## src/rtl/pwr_seq_pkg.sv

```systemverilog
`timescale 1ns/1ps
package pwr_seq_pkg;

  typedef enum logic [2:0] {
    PS_OFF    = 3'd0,
    PS_START  = 3'd1,
    PS_ACTIVE = 3'd2,
    PS_HIBER  = 3'd3,
    PS_WAIT   = 3'd4
  } pwr_state_e;

  // An enabled flag is the only kind of fault that changes the sequence.
  function automatic logic fault_kills(input logic uv, input logic uv_en,
                                       input logic oc, input logic oc_en);
    return (uv & uv_en) | (oc & oc_en);
  endfunction

  // Hold-to-off time in ticks for the selected setting.
  function automatic int unsigned hold_limit(input logic short_sel,
                                             input int unsigned long_t,
                                             input int unsigned short_t);
    return short_sel ? short_t : long_t;
  endfunction

  // No further restart once cycling is off or the budget is spent.
  function automatic logic give_up(input logic pcyc, input logic at_max);
    return !pcyc || at_max;
  endfunction

endpackage

```

## src/rtl/pwr_tick_timer.sv

```systemverilog
`timescale 1ns/1ps
module pwr_tick_timer #(
  parameter int unsigned W = 8
) (
  input  logic         clk,
  input  logic         rst_n,
  input  logic         clr,
  input  logic         tick,
  input  logic [W-1:0] limit,
  output logic         hit
);

  logic [W-1:0] cnt_q;

  assign hit = (cnt_q >= limit);

  always_ff @(posedge clk or negedge rst_n) begin
    if (!rst_n)             cnt_q <= '0;
    else if (clr)           cnt_q <= '0;
    else if (tick && !hit)  cnt_q <= cnt_q + 1'b1;
  end

  // each tick before the limit advances the count by one
  p_tick_step_r6: assert property (@(posedge clk) disable iff (!rst_n)
    (!clr && tick && !hit) |=> (cnt_q == $past(cnt_q) + 1'b1));

  // a clear always returns the count to zero
  p_clear_r4: assert property (@(posedge clk) disable iff (!rst_n)
    clr |=> (cnt_q == '0));

endmodule

```

## src/rtl/pwr_on_detect.sv

```systemverilog
`timescale 1ns/1ps
module pwr_on_detect import pwr_seq_pkg::*; #(
  parameter int unsigned LONG_T  = 10000,
  parameter int unsigned SHORT_T = 5000,
  parameter int unsigned HW      = 14
) (
  input  logic clk,
  input  logic rst_n,
  input  logic tick,
  input  logic pin,
  input  logic pol,
  input  logic short_sel,
  input  logic hold_en,
  output logic press_evt,
  output logic hold_off
);

  logic          pressed;
  logic          pressed_q;
  logic [HW-1:0] hold_q;
  logic [HW-1:0] hold_lim;

  assign pressed   = pin ^ pol;
  assign press_evt = pressed && !pressed_q;
  assign hold_lim  = HW'(hold_limit(short_sel, LONG_T, SHORT_T));
  assign hold_off  = hold_en && pressed && (hold_q >= hold_lim);

  // Previous level resets to "pressed" so reset release makes no event.
  always_ff @(posedge clk or negedge rst_n) begin
    if (!rst_n) pressed_q <= 1'b1;
    else        pressed_q <= pressed;
  end

  always_ff @(posedge clk or negedge rst_n) begin
    if (!rst_n)                         hold_q <= '0;
    else if (!hold_en || !pressed)      hold_q <= '0;
    else if (tick && hold_q < hold_lim) hold_q <= hold_q + 1'b1;
  end

  // a release restarts the hold, so no off request follows at once
  p_release_restarts_r10: assert property (@(posedge clk) disable iff (!rst_n)
    (hold_en && !pressed) |=> (hold_q == '0));

  // a press event needs a level change from released to pressed
  p_press_edge_r2: assert property (@(posedge clk) disable iff (!rst_n)
    press_evt |=> !press_evt);

endmodule

```

## src/rtl/pwr_retry_ctr.sv

```systemverilog
`timescale 1ns/1ps
module pwr_retry_ctr #(
  parameter int unsigned MAX = 8,
  parameter int unsigned W   = 4
) (
  input  logic         clk,
  input  logic         rst_n,
  input  logic         clr,
  input  logic         inc,
  output logic [W-1:0] cnt,
  output logic         at_max
);

  logic [W-1:0] cnt_q;

  assign cnt    = cnt_q;
  assign at_max = (cnt_q == W'(MAX));

  always_ff @(posedge clk or negedge rst_n) begin
    if (!rst_n)              cnt_q <= '0;
    else if (clr)            cnt_q <= '0;
    else if (inc && !at_max) cnt_q <= cnt_q + 1'b1;
  end

  // the attempt count never passes the budget
  p_cnt_bound_r7: assert property (@(posedge clk) disable iff (!rst_n)
    cnt_q <= W'(MAX));

  // a clear empties the count on the next cycle
  p_cnt_clear_r7: assert property (@(posedge clk) disable iff (!rst_n)
    clr |=> (cnt_q == '0));

endmodule

```

## src/rtl/pwr_seq_ctrl.sv

```systemverilog
`timescale 1ns/1ps
module pwr_seq_ctrl import pwr_seq_pkg::*; #(
  parameter int unsigned STARTUP_MS   = 50,
  parameter int unsigned RETRY_MS     = 200,
  parameter int unsigned RETRY_MAX    = 8,
  parameter int unsigned OFF_LONG_MS  = 10000,
  parameter int unsigned OFF_SHORT_MS = 5000
) (
  input  logic clk,
  input  logic rst_n,
  input  logic tick_i,
  input  logic on_pin_i,
  input  logic on_pol_i,
  input  logic off_short_i,
  input  logic ctl_wr_i,
  input  logic ctl_chip_on_i,
  input  logic ctl_pcyc_i,
  input  logic ctl_hib_rst_i,
  input  logic hib_req_i,
  input  logic wake_i,
  input  logic uv_flt_i,
  input  logic uv_en_i,
  input  logic oc_flt_i,
  input  logic oc_en_i,
  input  logic start_done_i,
  output logic rails_en_o,
  output logic sys_rst_n_o,
  output logic mem_rst_n_o,
  output logic reg_rst_o,
  output logic chip_on_o,
  output logic [2:0] state_o,
  output logic [$clog2(RETRY_MAX+1)-1:0] attempt_o
);

  localparam int unsigned CW   = $clog2(RETRY_MAX + 1);
  localparam int unsigned TMAX = (STARTUP_MS > RETRY_MS) ? STARTUP_MS : RETRY_MS;
  localparam int unsigned TW   = $clog2(TMAX + 1);
  localparam int unsigned HMAX = (OFF_LONG_MS > OFF_SHORT_MS) ? OFF_LONG_MS : OFF_SHORT_MS;
  localparam int unsigned HW   = $clog2(HMAX + 1);

  pwr_state_e state_q, state_d;
  logic chip_on_q, pcyc_q, hib_rst_q, reg_rst_q;

  // Named internal events, visible to the assertions.
  logic kill, sw_on, sw_off, press_evt, hold_off, tmr_hit, at_max;
  logic ev_start, ev_success, ev_fail, ev_retry, ev_shutdown, ev_hib_exit;
  logic [TW-1:0] tmr_lim;
  logic [CW-1:0] attempts;

  assign kill   = fault_kills(uv_flt_i, uv_en_i, oc_flt_i, oc_en_i);
  assign sw_on  = ctl_wr_i && ctl_chip_on_i;
  assign sw_off = ctl_wr_i && !ctl_chip_on_i;

  pwr_on_detect #(
    .LONG_T (OFF_LONG_MS),
    .SHORT_T(OFF_SHORT_MS),
    .HW     (HW)
  ) u_on (
    .clk      (clk),
    .rst_n    (rst_n),
    .tick     (tick_i),
    .pin      (on_pin_i),
    .pol      (on_pol_i),
    .short_sel(off_short_i),
    .hold_en  (state_q == PS_ACTIVE),
    .press_evt(press_evt),
    .hold_off (hold_off)
  );

  // One timer serves the start-up window and the retry wait: the two never overlap.
  assign tmr_lim = (state_q == PS_WAIT) ? TW'(RETRY_MS) : TW'(STARTUP_MS);

  pwr_tick_timer #(.W(TW)) u_tmr (
    .clk  (clk),
    .rst_n(rst_n),
    .clr  (state_d != state_q),
    .tick (tick_i),
    .limit(tmr_lim),
    .hit  (tmr_hit)
  );

  pwr_retry_ctr #(.MAX(RETRY_MAX), .W(CW)) u_retry (
    .clk   (clk),
    .rst_n (rst_n),
    .clr   (ev_shutdown || ev_success),
    .inc   (ev_retry),
    .cnt   (attempts),
    .at_max(at_max)
  );

  always_comb begin
    state_d     = state_q;
    ev_start    = 1'b0;
    ev_success  = 1'b0;
    ev_fail     = 1'b0;
    ev_hib_exit = 1'b0;
    ev_retry    = 1'b0;
    ev_shutdown = 1'b0;
    unique case (state_q)
      PS_OFF: begin
        if (press_evt || sw_on) begin
          ev_start = 1'b1;
          state_d  = PS_START;
        end
      end
      PS_START: begin
        if (sw_off)                          ev_shutdown = 1'b1;
        else if (start_done_i && !kill) begin
          ev_success = 1'b1;
          state_d    = PS_ACTIVE;
        end
        else if (tmr_hit)                    ev_fail = 1'b1;
      end
      PS_ACTIVE: begin
        if (sw_off || hold_off)  ev_shutdown = 1'b1;
        else if (kill)           ev_fail     = 1'b1;
        else if (hib_req_i)      state_d     = PS_HIBER;
      end
      PS_HIBER: begin
        if (sw_off) ev_shutdown = 1'b1;
        else if (wake_i) begin
          if (kill) ev_fail = 1'b1;
          else begin
            ev_hib_exit = 1'b1;
            state_d     = PS_ACTIVE;
          end
        end
      end
      PS_WAIT: begin
        if (sw_off)       ev_shutdown = 1'b1;
        else if (tmr_hit) state_d     = PS_START;
      end
      default: state_d = PS_OFF;
    endcase
    if (ev_fail) begin
      if (give_up(pcyc_q, at_max)) ev_shutdown = 1'b1;
      else                         ev_retry    = 1'b1;
    end
    if (ev_retry)    state_d = PS_WAIT;
    if (ev_shutdown) state_d = PS_OFF;
  end

  always_ff @(posedge clk or negedge rst_n) begin
    if (!rst_n) begin
      state_q   <= PS_OFF;
      chip_on_q <= 1'b0;
      pcyc_q    <= 1'b0;
      hib_rst_q <= 1'b1;
      reg_rst_q <= 1'b0;
    end else begin
      state_q   <= state_d;
      reg_rst_q <= ev_shutdown || (ev_hib_exit && hib_rst_q);
      if (ctl_wr_i) begin
        pcyc_q    <= ctl_pcyc_i;
        hib_rst_q <= ctl_hib_rst_i;
      end
      if (ev_shutdown)   chip_on_q <= 1'b0;
      else if (ctl_wr_i) chip_on_q <= ctl_chip_on_i;
      else if (ev_start) chip_on_q <= 1'b1;
    end
  end

  assign state_o     = state_q;
  assign attempt_o   = attempts;
  assign chip_on_o   = chip_on_q;
  assign reg_rst_o   = reg_rst_q;
  assign rails_en_o  = (state_q == PS_START) || (state_q == PS_ACTIVE);
  assign sys_rst_n_o = (state_q == PS_ACTIVE) || (state_q == PS_HIBER);
  assign mem_rst_n_o = (state_q != PS_OFF);

  // an ON press in OFF starts the sequence
  p_on_start_r2: assert property (@(posedge clk) disable iff (!rst_n)
    (state_q == PS_OFF && press_evt) |=> (state_o == 3'd1));

  // success lands in ACTIVE with an empty attempt count
  p_success_clear_r3: assert property (@(posedge clk) disable iff (!rst_n)
    (state_q == PS_START && start_done_i && !kill && !sw_off)
    |=> (state_o == 3'd2 && attempt_o == '0));

  // each entry to OFF carries the register pulse and clears chip-on and count
  p_off_entry_r8: assert property (@(posedge clk) disable iff (!rst_n)
    (state_q != PS_OFF) |=> (state_q != PS_OFF || (reg_rst_o && !chip_on_o && attempt_o == '0)));

  // each entry to the retry wait adds exactly one attempt
  p_wait_entry_r6: assert property (@(posedge clk) disable iff (!rst_n)
    (state_q != PS_WAIT) |=> (state_q != PS_WAIT || attempt_o == $past(attempt_o) + 1'b1));

  // with the option cleared, waking from hibernate gives no register pulse
  p_hib_quiet_r11: assert property (@(posedge clk) disable iff (!rst_n)
    (state_q == PS_HIBER && wake_i && !kill && !sw_off && !hib_rst_q) |=> !reg_rst_o);

endmodule

```

## config.mk

```make
export PLATFORM = sky130hd
export DESIGN_NAME = pwr_seq_ctrl
export DESIGN_NICKNAME = d
export VERILOG_FILES = /design/src/rtl/pwr_seq_pkg.sv /design/src/rtl/pwr_tick_timer.sv /design/src/rtl/pwr_on_detect.sv /design/src/rtl/pwr_retry_ctr.sv /design/src/rtl/pwr_seq_ctrl.sv
export SDC_FILE = /design/constraint.sdc
export NUM_CORES = 1
export LEC_CHECK = 0
export ABC_AREA = 1
export ABC_CLOCK_PERIOD_IN_PS = 2100
export BUFFER_PORTS_ARGS = -buffer_cell sky130_fd_sc_hd__buf_2
export CELL_PAD_IN_SITES_DETAIL_PLACEMENT = 1
export CELL_PAD_IN_SITES_GLOBAL_PLACEMENT = 1
export CORE_MARGIN = 4
export CORE_UTILIZATION = 40
export CTS_BUF_LIST = sky130_fd_sc_hd__clkbuf_8
export CTS_CLUSTER_DIAMETER = 50
export DETAILED_ROUTE_END_ITERATION = 12
export GPL_ROUTABILITY_DRIVEN = 0
export PLACE_DENSITY = 0.79
export SYNTH_ARGS = -nofsm -noshare
export SYNTH_HDL_FRONTEND = slang
export SYNTH_SLANG_ARGS = --single-unit
```

## constraint.sdc

```tcl
create_clock -name clk -period 2.1 [get_ports clk]
set_clock_uncertainty 0.15 [all_clocks]
set_input_delay 0.21 -clock clk [delete_from_list [all_inputs] [get_ports clk]]
set_output_delay 0.21 -clock clk [all_outputs]
set_load 0.005 [all_outputs]
```

## After elaboration in Yosys (flattened, before gate mapping)

Cells that the tools add are included.

| cells by class | value |
|---|---|
| $add $sub $neg | 3 |
| multiply operators | 0 |
| div/mod/pow operators | 0 |
| $lt $le $gt $ge | 3 |
| equal/unequal tests | 6 |
| shifts and indexed selects | 0 |
| mux-type cells | 49 |
| bitwise gates (word level) | 4 |
| reductions and logical operators | 33 |

Operators by type and width:

| cell | count |
|---|---|
| 14-bit 2-to-1 mux | 3 |
| 3-bit 2-to-1 mux | 13 |
| 1-bit 2-to-1 mux | 25 |
| 8-bit 2-to-1 mux | 3 |
| 3-bit case mux with 5 select lines | 1 |
| 14-bit by 1-bit adder with 14-bit output (second input constant) | 1 |
| 14-bit >= comparator | 1 |
| 14-bit < comparator | 1 |
| 1-bit logical AND | 10 |
| 8-bit by 1-bit adder with 8-bit output (second input constant) | 1 |
| 8-bit >= comparator | 1 |
| 1-bit logical NOT | 8 |
| 1-bit logical OR | 8 |
| 4-bit 2-to-1 mux | 2 |
| 3-bit by 2-bit == test with 1-bit output (second input constant) | 2 |
| 2-bit nonzero test | 3 |
| 3-bit nonzero test | 2 |
| 4-bit by 1-bit adder with 4-bit output (second input constant) | 1 |
| 4-bit == test (second input constant) | 1 |
| 3-bit by 1-bit == test with 1-bit output (second input constant) | 1 |
| 3-bit == test (second input constant) | 1 |
| 3-bit logical NOT | 1 |
| 3-bit != test | 1 |
| 1-bit case mux with 3 select lines | 1 |
| 5 further kinds | 6 |

| storage, ports and cells | value |
|---|---|
| register bits after elaboration | 34 |
| latch bits | 0 |
| RAM bits | 0 |
| ROM bits | 0 |
| input bits | 17 |
| output and inout bits | 12 |
| word-level logic and storage cells | 107 |
| memories kept | 0 |

## Depth between registers and ports, before layout

Gate-level depths: netlist of the first run.

| logic depth | value |
|---|---|
| depth after elaboration | 12 |
| gate-level depth with buffers | 18 |
| gate-level depth less buffers | 18 |

## Hierarchy

Synthesis of the first run repeated with hierarchy kept, for this count alone.

| unflattened totals | value |
|---|---|
| cells, all modules | 416 |
| area, all modules | 2,876.5 µm² |

Modules (own cells, without submodules):

| module | instances | cells an instance | area each (µm²) | sequential area each (µm²) |
|---|---|---|---|---|
| pwr_on_detect | 1 | 185 | 1,305.0 | 376.6 |
| pwr_tick_timer | 1 | 105 | 734.5 | 200.2 |
| pwr_seq_ctrl | 1 | 97 | 608.1 | 176.4 |
| pwr_retry_ctr | 1 | 29 | 229.0 | 100.1 |

## Worst setup path after synthesis of the first run

No wires, ideal clock.

| path | value |
|---|---|
| path type | reg2reg |
| start point | register state_q[1], in the netlist state_o[1] |
| end point | register u_tmr.cnt_q[1] |
| library setup time | 0.121 ns |
| arrival | 2.047 ns |
| required time | 1.829 ns |
| slack | -0.218 ns |
| cell stages (with the launch flop) | 18 |
| path buffers | 0 |
| clock period less this slack | 2.318 ns |
| cell sequence | dfrtp_1 -> nor2_1 -> nand2_2 -> ha_1 -> nand2_1 -> nand3_1 -> a21oi_1 -> nand2_1 -> nand2_1 -> nand2_2 -> nand3_2 -> nand3_4 -> nand2_4 -> nand3_1 -> nand2_1 -> nand2_1 -> nand3_4 -> nor2_1 |

| between the ends | value |
|---|---|
| cells in the longest elaborated chain, start to end | 12 |
| elaborated cells between the ends (all ways) | 40 |
| classes of those cells | order compare: 1; eq/ne: 5; mux: 26; reduce/logical: 8 |

Ends and longest elaborated chain:

| element | RTL line | RTL |
|---|---|---|
| start, declared | pwr_seq_ctrl.sv:41 | `pwr_state_e state_q, state_d;` |
| start signal, assigned | pwr_seq_ctrl.sv:151 | `state_q <= state_d;` |
| 3-bit == test | pwr_seq_ctrl.sv:71, pwr_seq_ctrl.sv:99 |  |
| 8-bit 2-to-1 mux | pwr_seq_ctrl.sv:71 | `assign tmr_lim = (state_q == PS_WAIT) ? TW'(RETRY_MS) : TW'(STARTUP_MS);` |
| 8-bit >= comparator | pwr_tick_timer.sv:15 | `assign hit = (cnt_q >= limit);` |
| 1-bit 2-to-1 mux | pwr_seq_ctrl.sv:112 | `else if (tmr_hit) ev_fail = 1'b1;` |
| 1-bit 2-to-1 mux | pwr_seq_ctrl.sv:108 | `else if (start_done_i && !kill) begin` |
| 1-bit 2-to-1 mux | pwr_seq_ctrl.sv:107 | `if (sw_off) ev_shutdown = 1'b1;` |
| 1-bit case mux with 3 select lines | pwr_seq_ctrl.sv:99 | `unique case (state_q)` |
| 1-bit 2-to-1 mux | pwr_seq_ctrl.sv:135 | `if (ev_fail) begin` |
| 3-bit 2-to-1 mux | pwr_seq_ctrl.sv:139 | `if (ev_retry) state_d = PS_WAIT;` |
| 3-bit 2-to-1 mux | pwr_seq_ctrl.sv:140 | `if (ev_shutdown) state_d = PS_OFF;` |
| 3-bit != test | pwr_seq_ctrl.sv:76 | `.clr (state_d != state_q),` |
| 8-bit 2-to-1 mux or 2-bit nonzero test (tied branches) | -- |  |
| end signal, assigned | pwr_tick_timer.sv:20 | `else if (tick && !hit) cnt_q <= cnt_q + 1'b1;` |
| end, declared | pwr_tick_timer.sv:13 | `logic [W-1:0] cnt_q;` |

Parallel ways exist; a longest one is shown, timed or not.
A chain may end at the register's enable or synchronous reset.

## Worst setup path after layout of the first run

| path | value |
|---|---|
| start point | register u_on.hold_q[13] |
| end point | register u_tmr.cnt_q[0] |

| between the ends | value |
|---|---|
| cells in the longest elaborated chain, start to end | 10 |
| elaborated cells between the ends (all ways) | 17 |
| classes of those cells | order compare: 1; eq/ne: 1; mux: 12; reduce/logical: 3 |

Ends and longest elaborated chain:

| element | RTL line | RTL |
|---|---|---|
| start, declared | pwr_on_detect.sv:20 | `logic [HW-1:0] hold_q;` |
| start signal, assigned | pwr_on_detect.sv:37 | `else if (tick && hold_q < hold_lim) hold_q <= hold_q + 1'b1;` |
| 14-bit >= comparator (*) | pwr_on_detect.sv:26 | `assign hold_off = hold_en && pressed && (hold_q >= hold_lim);` |
| 1-bit logical AND (*) | pwr_on_detect.sv:26 |  |
| 1-bit logical OR (*) | pwr_seq_ctrl.sv:115 | `if (sw_off \|\| hold_off) ev_shutdown = 1'b1;` |
| 1-bit 2-to-1 mux | pwr_seq_ctrl.sv:115 |  |
| 1-bit case mux with 3 select lines or 1-bit case mux with 2 select lines (tied branches) | pwr_seq_ctrl.sv:99 |  |
| 1-bit 2-to-1 mux (on tied branches) | pwr_seq_ctrl.sv:135, pwr_seq_ctrl.sv:136 |  |
| 3-bit 2-to-1 mux or 1-bit 2-to-1 mux (tied branches) | pwr_seq_ctrl.sv:139, pwr_seq_ctrl.sv:135 |  |
| 3-bit 2-to-1 mux (*) | pwr_seq_ctrl.sv:140 |  |
| 3-bit != test (*) | pwr_seq_ctrl.sv:76 |  |
| 8-bit 2-to-1 mux or 2-bit nonzero test (tied branches) | -- |  |

Mark *: on every way between the ends. The rest lies on a longest branch, timed or not.

==> impl_metrics.tcl, run 1 <==
set metrics [dict create \
    r2r_start "u_on.hold_q[13]" \
    cts_sinks 34 \
    setup_viol 31 \
    hold_depth 4 \
    yosysSeqAreaShare_pct 36.79 \
    startpoint_type "flop" \
    die-area_mm2 0.007082 \
    r2r-end "u_tmr.cnt_q[0]" \
    crit_cells 17 \
    power.internal_mw 1.464 \
    routed_wl_um 9995 \
    clk_pin_slew_ns 0.07 \
    worst_slew_pin_slew_ns 0.8374 \
    synth-warning-count 0 \
    layout-drive-gt1-share_pct 49.14 \
    layout.nets 436 \
    p_per_area_mw_per_mm2 710.2 \
    critPathKind "reg2reg" \
    rsz0062_at_grt "yes" \
    muxShareOfSynthArea_pct 0 \
    synth_top_family_by_area "simple AND/OR/NAND/NOR gates" \
    grt_overflow 0 \
    yosysTopAreaCell "dfrtp_1" \
    dp_hpwl_um 5663 \
    synthCells 305 \
    diodes 0 \
    p_total_mw 2.535 \
    p_sw_mw 1.071 \
    cp.arrival_ns 2.72 \
    p_clk_share_pct 18.4 \
    report.final.slew_viol_count 0 \
    worstHoldStart "ctl_wr_i" \
    crit_chain "ha_4 -> nand2_4 -> inv_4 -> nand2_2 -> nand2_2 -> nor2_2 -> nand3_1 -> nand2_2 -> nand2_1 -> nand2_1 -> inv_1 -> nor2_4 -> nand3_1 -> nand2_1 -> nand2_1 -> nand3_4 -> nor2_4" \
    detail_route.wl_per_cell_um 20.95 \
    ys_top_cells_by_area "dfrtp_1 (35%), nand2_1 (9.9%), inv_1 (7.8%)" \
    synth_edf_count 0 \
    top_layer "met4" \
    antenna_found_initial 0 \
    synth_flop_cell "dfrtp_1" \
    crit_fanout 8 \
    seqPwrFrac_pct 30.5 \
    synth_compound_area_share_pct 8.954 \
    yosysUniqueCellTypes 36 \
    finalHoldViolations 0 \
    ir_worst_vdd_mv 0.4302 \
    synthXorXnorAreaFrac_pct 3.020 \
    route.met2.wl_um 5329 \
    nFillCells 663 \
    grt_pass1_vias 2774 \
    drt.antenna.violating_nets 0 \
    die_x_um 84.16 \
    firstDrtPassIters 4 \
    viasPerCell 5.495 \
    combPwrFrac_pct 51.0 \
    cts_buffers 5 \
    ff2ff_path_depth 17 \
    cp_top_family "simple AND/OR/NAND/NOR gates" \
    initial_utilization_pct 41.62 \
    cts_max_path_buffers 2 \
    row_count 27 \
    dr_total_vias 2621 \
    coreArea_mm2 0.005574 \
    crit_path_end_kind "flop" \
    synth_fa_ha_area_share_pct 7.551 \
    violations "setup timing" \
    cts_root_buf "clkbuf_8" \
    grt_max_degree 35 \
    cts_tree "built" \
    dieHeight_um 84.16 \
    required_ns 2.13 \
    ios 29 \
    period_share_pct 128.3 \
    syn-cell-area_mm2 0.002320 \
    avgSynthCellArea_um2 7.606 \
    timing.final.crit_period_ns 2.695 \
    p_sw_share_pct 42.25 \
    grt_pass1_wl_um 13700 \
    wl_met3_um 418 \
    area_growth_pct 53.88 \
    initialDrtViolationCount 126 \
    cp_slowest_stage_delay_ns 0.41 \
    slew_headroom_pct 44.18 \
    m1WireLength_um 3972 \
    ys_ff_latch 34 \
    htree_levels 2 \
    min_to "pcyc_q" \
    syn-num-nets 336 \
    timing.fmax_ghz 0.3710 \
    reg2reg_slack_ns -0.60 \
    grt_use_total_pct 24.37 \
    drc 0 \
    status "finished with violations" \
    final_util_pct 64.04 \
    hold_class "in2reg" \
    cp_common_cell "nand2_1" \
    power.leakage_nw 1.824 \
    drv_cap 0 \
    worst-path-buf-inv 2 \
    io_buffers 28 \
    yosys.area.top_type_share_pct 34.52 \
    worst_slack_ns -0.5952 \
    synthArstFlopShare_pct 100.0 \
    synth-simple-area-share_pct 34.57 \
    cp_slowest_cell "dfrtp_1" \
    clock_latency_ns 0.30 \
]
==> layer usage <==
layer,vias to the layer above,GRT usage (%)
met5,-,0
li1,1179,-
met2,85,47.06
met3,25,3.435
met1,1332,27.66
met4,0,6.579
==> power by group through the flow <==
stage | clock network, mW | logic (mW) | registers (mW)
floorplan | 0 | 0.525 | 0.791
global placement | 0 | 0.938 | 0.776
detailed placement | 0 | 0.973 | 0.780
CTS | 0.478 | 1.11 | 0.768
global route | 0.515 | 1.41 | 0.781
finish | 0.467 | 1.29 | 0.774
==> placed cells by master (no fill, tap or decap), types with 8 or more instances in the layout <==
cell	netlist	final
inv_2	6	9
nand2_1	61	46
buf_2	1	28
nor2_2	4	12
buf_6	0	13
dfrtp_1	32	32
nand3_1	15	11
nor2_1	31	18
buf_4	0	50
nand4_1	8	8
nor2_4	3	8
inv_1	48	45
nand2_2	9	19
a21oi_1	14	8
ha_1	14	8
o21ai_2	0	9
==> sequential cells by signal, indices dropped and copies added (netlist names) <==
signal	flops
pcyc_q	1
u_tmr.cnt_q	8
reg_rst_o	1
u_on.pressed_q	1
state_o	3
u_on.hold_q	14
u_retry.cnt	4
hib_rst_q	1
chip_on_o	1
==> metrics by stage <==
step                      setup slack (ns)  hold slack [ns]  cell area (um^2)  std cells  TNS (ns)
after floorplan                    -0.1606          -0.2356              2349        305    -1.355
after global placement             -0.3048           0.1853              2934        452    -4.455
after detailed placement           -0.4524           0.1976              2934        452    -8.074
after CTS                          -0.3766         0.003496              3343        467    -5.416
after global routing               -0.7769          0.08133              3570        477    -15.08
final                              -0.5952          0.08032              3570        477    -10.81
==> worst max path at each step <==
stage / startpoint / endpoint / slack (ns)
after detailed placement: off_short_i / u_tmr.cnt_q[3] / -0.45
after CTS: state_o[1] / u_tmr.cnt_q[7] / -0.38
after floorplan: state_o[0] / u_tmr.cnt_q[0] / -0.16
final: u_on.hold_q[13] / u_tmr.cnt_q[0] / -0.60
after global routing: u_on.hold_q[13] / u_tmr.cnt_q[1] / -0.78
after global placement: state_o[0] / u_tmr.cnt_q[0] / -0.30
==> cell usage after synthesis, types with 3 or more instances <==
| library cell | count |
|---|---|
| nand2_1 | 61 |
| inv_1 | 48 |
| dfrtp_1 | 32 |
| nor2_1 | 31 |
| nand3_1 | 15 |
| o21ai_0 | 15 |
| a21oi_1 | 14 |
| ha_1 | 14 |
| nand2_2 | 9 |
| nand4_1 | 8 |
| nor3_1 | 7 |
| inv_2 | 6 |
| xor2_1 | 6 |
| nor3_2 | 5 |
| nor2_2 | 4 |
| a211oi_1 | 3 |
| nor2_4 | 3 |
==> worst reg2reg max path, cell delays in order (launching register included) <==
cell     delay [ns]
dfrtp_1        0.41
ha_4           0.28
nand2_4        0.08
inv_4          0.05
nand2_2        0.07
nand2_2        0.07
nor2_2         0.16
nand3_1        0.13
nand2_2        0.14
nand2_1        0.08
nand2_1        0.11
inv_1          0.09
nor2_4         0.18
nand3_1        0.15
nand2_1        0.11
nand2_1        0.09
nand3_4        0.17
nor2_4         0.06
==> area by class of cell <==
type | instances | area, um^2 | share of cell area [%]
clock buffers | 5 | 68.82 | 1.928
clock inverters | 2 | 7.507 | 0.2103
inverters | 55 | 211.5 | 5.924
multi-input cells | 215 | 1647 | 46.13
flip-flops and latches | 34 | 853.3 | 23.90
well taps | 72 | 90.09 | 2.524
repair buffers | 94 | 691.9 | 19.38
==> cell families after synthesis <==
logic type / Yosys count
adders and majority gates: 14
and+or+nand+nor: 156
AOI/OAI and AO/OA: 37
xor gates and xnor gates: 8
buffers and inverters: 56
DFF: 34
==> timing repair <==
action,in CTS,in global routing
gates resized for setup,69,42
endpoints found under the hold margin,33,1
hold buffers,2,1
endpoints found under the setup margin,29,31
pin swaps,20,17
buffers inserted,8,12
(Power assumes the default switching activity.)
==> inputs of run 2 (changes only) <==
--- a/config.mk
+++ b/config.mk
@@ -16,7 +16,9 @@
 export CTS_CLUSTER_DIAMETER = 50
 export DETAILED_ROUTE_END_ITERATION = 12
 export GPL_ROUTABILITY_DRIVEN = 0
+export HOLD_SLACK_MARGIN = 0.12
 export PLACE_DENSITY = 0.79
+export REMOVE_ABC_BUFFERS = 1
 export SYNTH_ARGS = -nofsm -noshare
 export SYNTH_HDL_FRONTEND = slang
 export SYNTH_SLANG_ARGS = --single-unit
==> run 2 against run 1 <==
- the flow still finishes with violations (setup timing)
- count of clock-buffer cells in the layout stayed put
- flip-flop and latch count stayed put
- worst setup slack worse by 0.28 ns
- final area is 6.6% higher
- first-iteration DRC count is 22% higher
- register-to-register slack worse by 0.28 ns
- die area stayed put
- global-route usage is 3.5 points higher
- highest routed layer unchanged
==> impl_metrics.tcl, run 2 (same netlist as run 1, synthesis figures left out) <==
set metrics [dict create \
    status "finished with violations" \
    violations "setup timing" \
    crit_path_end_kind "flop" \
    dp_hpwl_um 5257 \
    cts_tree "built" \
    die-area_mm2 0.007082 \
    slew_headroom_pct 45.01 \
    antenna_found_initial 0 \
    htree_levels 2 \
    setup_viol 30 \
    layout_common_cells "buf_4 (54), inv_1 (44), nand2_1 (41)" \
    grt_use_total_pct 27.83 \
    startpoint_type "flop" \
    routed_wl_um 12330 \
    cts_root_buf "clkbuf_8" \
    finalHoldViolations 0 \
    rsz0062_at_grt "yes" \
    ios 29 \
    ir_worst_vdd_mv 0.6185 \
    io_buffers 28 \
    cts_buffers 5 \
    drv_cap 0 \
    period_share_pct 141.4 \
    power.leakage_nw 1.950 \
    worst_slack_ns -0.8704 \
    p_per_area_mw_per_mm2 787.9 \
    largest-register "u_on.hold_q" \
    cp_slowest_cell "dfrtp_1" \
    grt_overflow 0 \
    clock_latency_ns 0.32 \
    critPathKind "reg2reg" \
    row_count 27 \
    die_x_um 84.16 \
    worst-path-buf-inv 1 \
    coreArea_mm2 0.005574 \
    initialDrtViolationCount 154 \
    timing.final.crit_period_ns 2.970 \
    worst_slew_pin_slew_ns 0.8249 \
    report.final.slew_viol_count 0 \
    timing.fmax_ghz 0.3367 \
    drt.antenna.violating_nets 0 \
    cts_sinks 34 \
    detail_route.wl_per_cell_um 25.12 \
    reg2reg_slack_ns -0.87 \
    largest_reg_flops 14 \
    final_cells 491 \
    crit_chain "nor2_2 -> nand2_2 -> buf_4 -> ha_4 -> a21oi_2 -> nand2_1 -> nand2_2 -> nand2_4 -> nand3_4 -> nand3_4 -> nor2_4 -> nand3_4 -> nand2_2 -> nand2_2 -> nand3_4 -> nor2_1" \
    area_growth_pct 64.02 \
    clk_pin_slew_ns 0.09 \
    dieHeight_um 84.16 \
    firstDrtPassIters 4 \
    layout.nets 449 \
    grt_max_degree 35 \
    cp_top_family "simple AND/OR/NAND/NOR gates" \
    crit_fanout 8 \
    cp.arrival_ns 3.01 \
    diodes 0 \
    finalSetupTns_ns -16.16 \
    layout-drive-gt1-share_pct 51.07 \
    drc 0 \
    final_common_cell "buf_4" \
    viasPerCell 5.772 \
    initial_utilization_pct 41.62 \
    hold_class "in2reg" \
    grt_pass1_wl_um 15360 \
    place_inst 446 \
    grt_pass1_vias 2884 \
    cts_max_path_buffers 2 \
    dr_total_vias 2834 \
    cp_slowest_stage_delay_ns 0.43 \
    required_ns 2.14 \
]
[run 2: what timing repair did]
action                                 in CTS  in global routing
hold buffers                                8                  0
endpoints found under the hold margin      35                  0
setup endpoints to repair                  26                 35
pin swaps                                  15                 29
setup buffers                              19                 18
resized for setup                          53                 80
[run 2: layout make-up]
class	instances	area, um^2
well taps	72	90.09
multi-input cells	215	1723
inverters	55	221.5
flip-flops and latches	34	853.3
repair buffers	107	834.6
fillers	625	1769
clock buffers	5	68.82
clock inverters	3	13.76
[run 2: metrics by stage]
| step | hold slack, ns | worst slack [ns] | utilization [%] | area (um^2) | total power, mW |
|---|---|---|---|---|---|
| global route | 0.01648 | -0.9769 | 68.26 | 3805 | 3.134 |
| floorplan | -0.2356 | -0.2178 | - | 2315 | 1.298 |
| global placement | 0.1897 | -0.2938 | 51.31 | 2860 | 1.674 |
| finish | 0.03260 | -0.8704 | 68.26 | 3805 | 2.998 |
| CTS | 0.1247 | -0.3997 | 60.67 | 3382 | 2.500 |
| detailed placement | 0.1943 | -0.4925 | 51.31 | 2860 | 1.729 |
[run 2: final timing paths]
path	cells past startpoint	to	start
setup / recovery	16	u_tmr.cnt_q[2]	state_o[1]
hold / removal	2	hib_rst_q	ctl_wr_i
setup reg to reg	16	u_tmr.cnt_q[2]	state_o[1]
hold reg to reg	2	hib_rst_q	hib_rst_q
max in group asynchronous	2	chip_on_o	rst_n
min in group asynchronous	2	u_tmr.cnt_q[5]	rst_n
[run 2: per-layer routing]
layer | GRT usage (%) | wire length [um] | vias to the layer above
met5 | 0 | 0 | -
li1 | - | - | 1201
met4 | 12.43 | 738 | 0
met1 | 31.83 | 4721 | 1419
met2 | 49.64 | 6071 | 155
met3 | 5.790 | 801 | 59
[run 2: power by group]
group	internal, mW	switching, mW	total (mW)
logic	0.712	0.987	1.70
clock network	0.226	0.289	0.515
registers	0.726	0.0582	0.784
==> inputs of run 3 (changes only) <==
--- a/config.mk
+++ b/config.mk
@@ -7,17 +7,17 @@
 export LEC_CHECK = 0
 export ABC_AREA = 1
 export ABC_CLOCK_PERIOD_IN_PS = 2100
-export BUFFER_PORTS_ARGS = -buffer_cell sky130_fd_sc_hd__buf_2
 export CELL_PAD_IN_SITES_DETAIL_PLACEMENT = 1
 export CELL_PAD_IN_SITES_GLOBAL_PLACEMENT = 1
 export CORE_MARGIN = 4
-export CORE_UTILIZATION = 40
+export CORE_UTILIZATION = 43
 export CTS_BUF_LIST = sky130_fd_sc_hd__clkbuf_8
 export CTS_CLUSTER_DIAMETER = 50
 export DETAILED_ROUTE_END_ITERATION = 12
+export DONT_BUFFER_PORTS = 1
 export GPL_ROUTABILITY_DRIVEN = 0
 export HOLD_SLACK_MARGIN = 0.12
-export PLACE_DENSITY = 0.79
+export PLACE_DENSITY = 0.77
 export REMOVE_ABC_BUFFERS = 1
 export SYNTH_ARGS = -nofsm -noshare
 export SYNTH_HDL_FRONTEND = slang
==> run 3 against run 2 <==
- the flow still finishes with violations (setup timing)
- first-iteration DRC count rose by 34%
- cell count down 8.4%
- sequential share of layout area is 2.5 points higher
- register-to-register slack improved by 0.24 ns
- critical path depth rose by 1
- via count is 6.1% lower
- worst hold slack better by 0.11 ns
- die area decreased by 6.3%
- core utilization is 2.2 points lower
==> impl_metrics.tcl, run 3 (same netlist as run 1, synthesis figures left out) <==
set metrics [dict create \
    cp_slowest_cell "dfrtp_1" \
    setup_viol 31 \
    die-area_mm2 0.006634 \
    largest_reg_flops 14 \
    dieHeight_um 81.45 \
    power.leakage_nw 1.717 \
    timing.final.crit_period_ns 2.729 \
    grt_max_degree 35 \
    pre_cts_ws_ns -0.4964 \
    worst-path-buf-inv 1 \
    place_inst 415 \
    routed_wl_um 10850 \
    cp_slowest_stage_delay_ns 0.40 \
    layout-drive-gt1-share_pct 42.63 \
    startpoint_type "flop" \
    crit_path_end_kind "flop" \
    cts_root_buf "clkbuf_8" \
    required_ns 2.18 \
    area_growth_pct 47.30 \
    drc 0 \
    cts_max_path_buffers 2 \
    layout_common_cells "nand2_1 (49), inv_1 (48), buf_4 (47)" \
    coreArea_mm2 0.005172 \
    grt_use_total_pct 29.75 \
    drt.antenna.violating_nets 0 \
    finalHoldViolations 0 \
    drv_cap 0 \
    largest-register "u_on.hold_q" \
    worst_slew_pin_slew_ns 0.3810 \
    slew_headroom_pct 74.57 \
    ff2ff_path_depth 17 \
    io_buffers 0 \
    row_count 26 \
    violations "setup timing" \
    crit_cells 17 \
    cts_tree "built" \
    cp_common_cell "nand2_1" \
    cts_buffers 5 \
    rsz0062_at_grt "yes" \
    initial_utilization_pct 44.85 \
    status "finished with violations" \
    detail_route.wl_per_cell_um 24.11 \
    layout.nets 410 \
    grt_overflow 0 \
    hold_class "in2reg" \
    viasPerCell 5.911 \
    cts_sinks 34 \
    die_x_um 81.45 \
    clk_pin_slew_ns 0.08 \
    ios 29 \
    grt_pass1_wl_um 14500 \
    period_share_pct 129.9 \
    diodes 0 \
    cp.arrival_ns 2.81 \
    final_cells 450 \
    worst_slack_ns -0.6287 \
    p_per_area_mw_per_mm2 764.1 \
    final_common_cell "nand2_1" \
    ir_worst_vdd_mv 0.5194 \
    clock_latency_ns 0.31 \
    dr_total_vias 2660 \
    critPathKind "reg2reg" \
    hold_depth 3 \
    htree_levels 2 \
    crit_chain "ha_1 -> inv_1 -> nor2_1 -> nand2_1 -> nor2_1 -> nand2_1 -> nand3_1 -> nand2_2 -> nand4_2 -> nand3_4 -> nand2_8 -> nand2_4 -> nand2_4 -> nand2_1 -> nand2_2 -> nand3_4 -> nor2_2" \
    firstDrtPassIters 5 \
    report.final.slew_viol_count 0 \
    initialDrtViolationCount 206 \
    antenna_found_initial 0 \
    crit_fanout 8 \
    dp_hpwl_um 4934 \
    timing.fmax_ghz 0.3665 \
    cp_top_family "simple AND/OR/NAND/NOR gates" \
    grt_pass1_vias 2841 \
]
==> run 3: worst paths after layout <==
kind,start,end,slack [ns]
setup / recovery,u_on.hold_q[4],u_tmr.cnt_q[0],-0.63
hold / removal,tick_i,u_tmr.cnt_q[1],0.14
setup reg to reg,u_on.hold_q[4],u_tmr.cnt_q[0],-0.63
hold reg to reg,pcyc_q,pcyc_q,0.36
max in group asynchronous,rst_n,hib_rst_q,1.34
min in group asynchronous,rst_n,u_on.hold_q[4],0.20
==> run 3: report_power, final <==
group / switching (mW) / internal, mW / total, mW
Clock: 0.280 / 0.222 / 0.502
Combinational: 0.815 / 0.502 / 1.32
Sequential: 0.0655 / 0.726 / 0.791
Total: 1.16 / 1.45 / 2.61
==> run 3: layer usage <==
metal	wire (um)	up-vias	share of wire [%]	GRT usage [%]
met5	0	-	0	0
met4	536	0	4.9	13.68
met3	651	43	6.0	6.360
met2	5532	139	51	52.44
met1	4129	1345	38	34.25
li1	-	1133	-	-
==> run 3: stage by stage <==
| step | util (%) | hold slack [ns] | total power [mW] | instance area (um^2) | setup TNS [ns] |
|---|---|---|---|---|---|
| 2_1_floorplan | - | -0.2356 | 1.298 | 2315 | -2.072 |
| 3_3_place_gp | 52.39 | -0.2344 | 1.570 | 2710 | -4.014 |
| 3_5_place_dp | 52.39 | -0.2344 | 1.623 | 2710 | -7.740 |
| 4_1_cts | 61.85 | 0.1325 | 2.299 | 3199 | -6.843 |
| 5_1_grt | 66.06 | 0.1749 | 2.704 | 3417 | -15.41 |
| 6_report | 66.06 | 0.1424 | 2.611 | 3417 | -12.21 |
==> run 3: timing repair <==
| item | CTS | global route |
|---|---|---|
| setup endpoints to repair | 26 | 31 |
| pin swaps | 19 | 24 |
| gates resized for setup | 53 | 50 |
| buffers inserted | 13 | 6 |
| hold endpoints to repair | 39 | 0 |
| hold buffers | 8 | 0 |
==> run 3: layout make-up <==
type	count	area, um^2
fill	593	1755
multi-input combinational	215	1592
sequential	34	853.3
timing repair buffer	68	593.1
inverter	55	211.5
tap	70	87.58
clock buffer	5	68.82
clock inverter	3	11.26
==> run 3: worst register-to-register path, delay by kind of cell (launching register included) <==
family,cells,cell delay [ns]
buffers and inverters,1,0.06
adder cells (fa/ha/maj),1,0.28
flip-flops,1,0.40
AND/OR/NAND/NOR,15,1.75
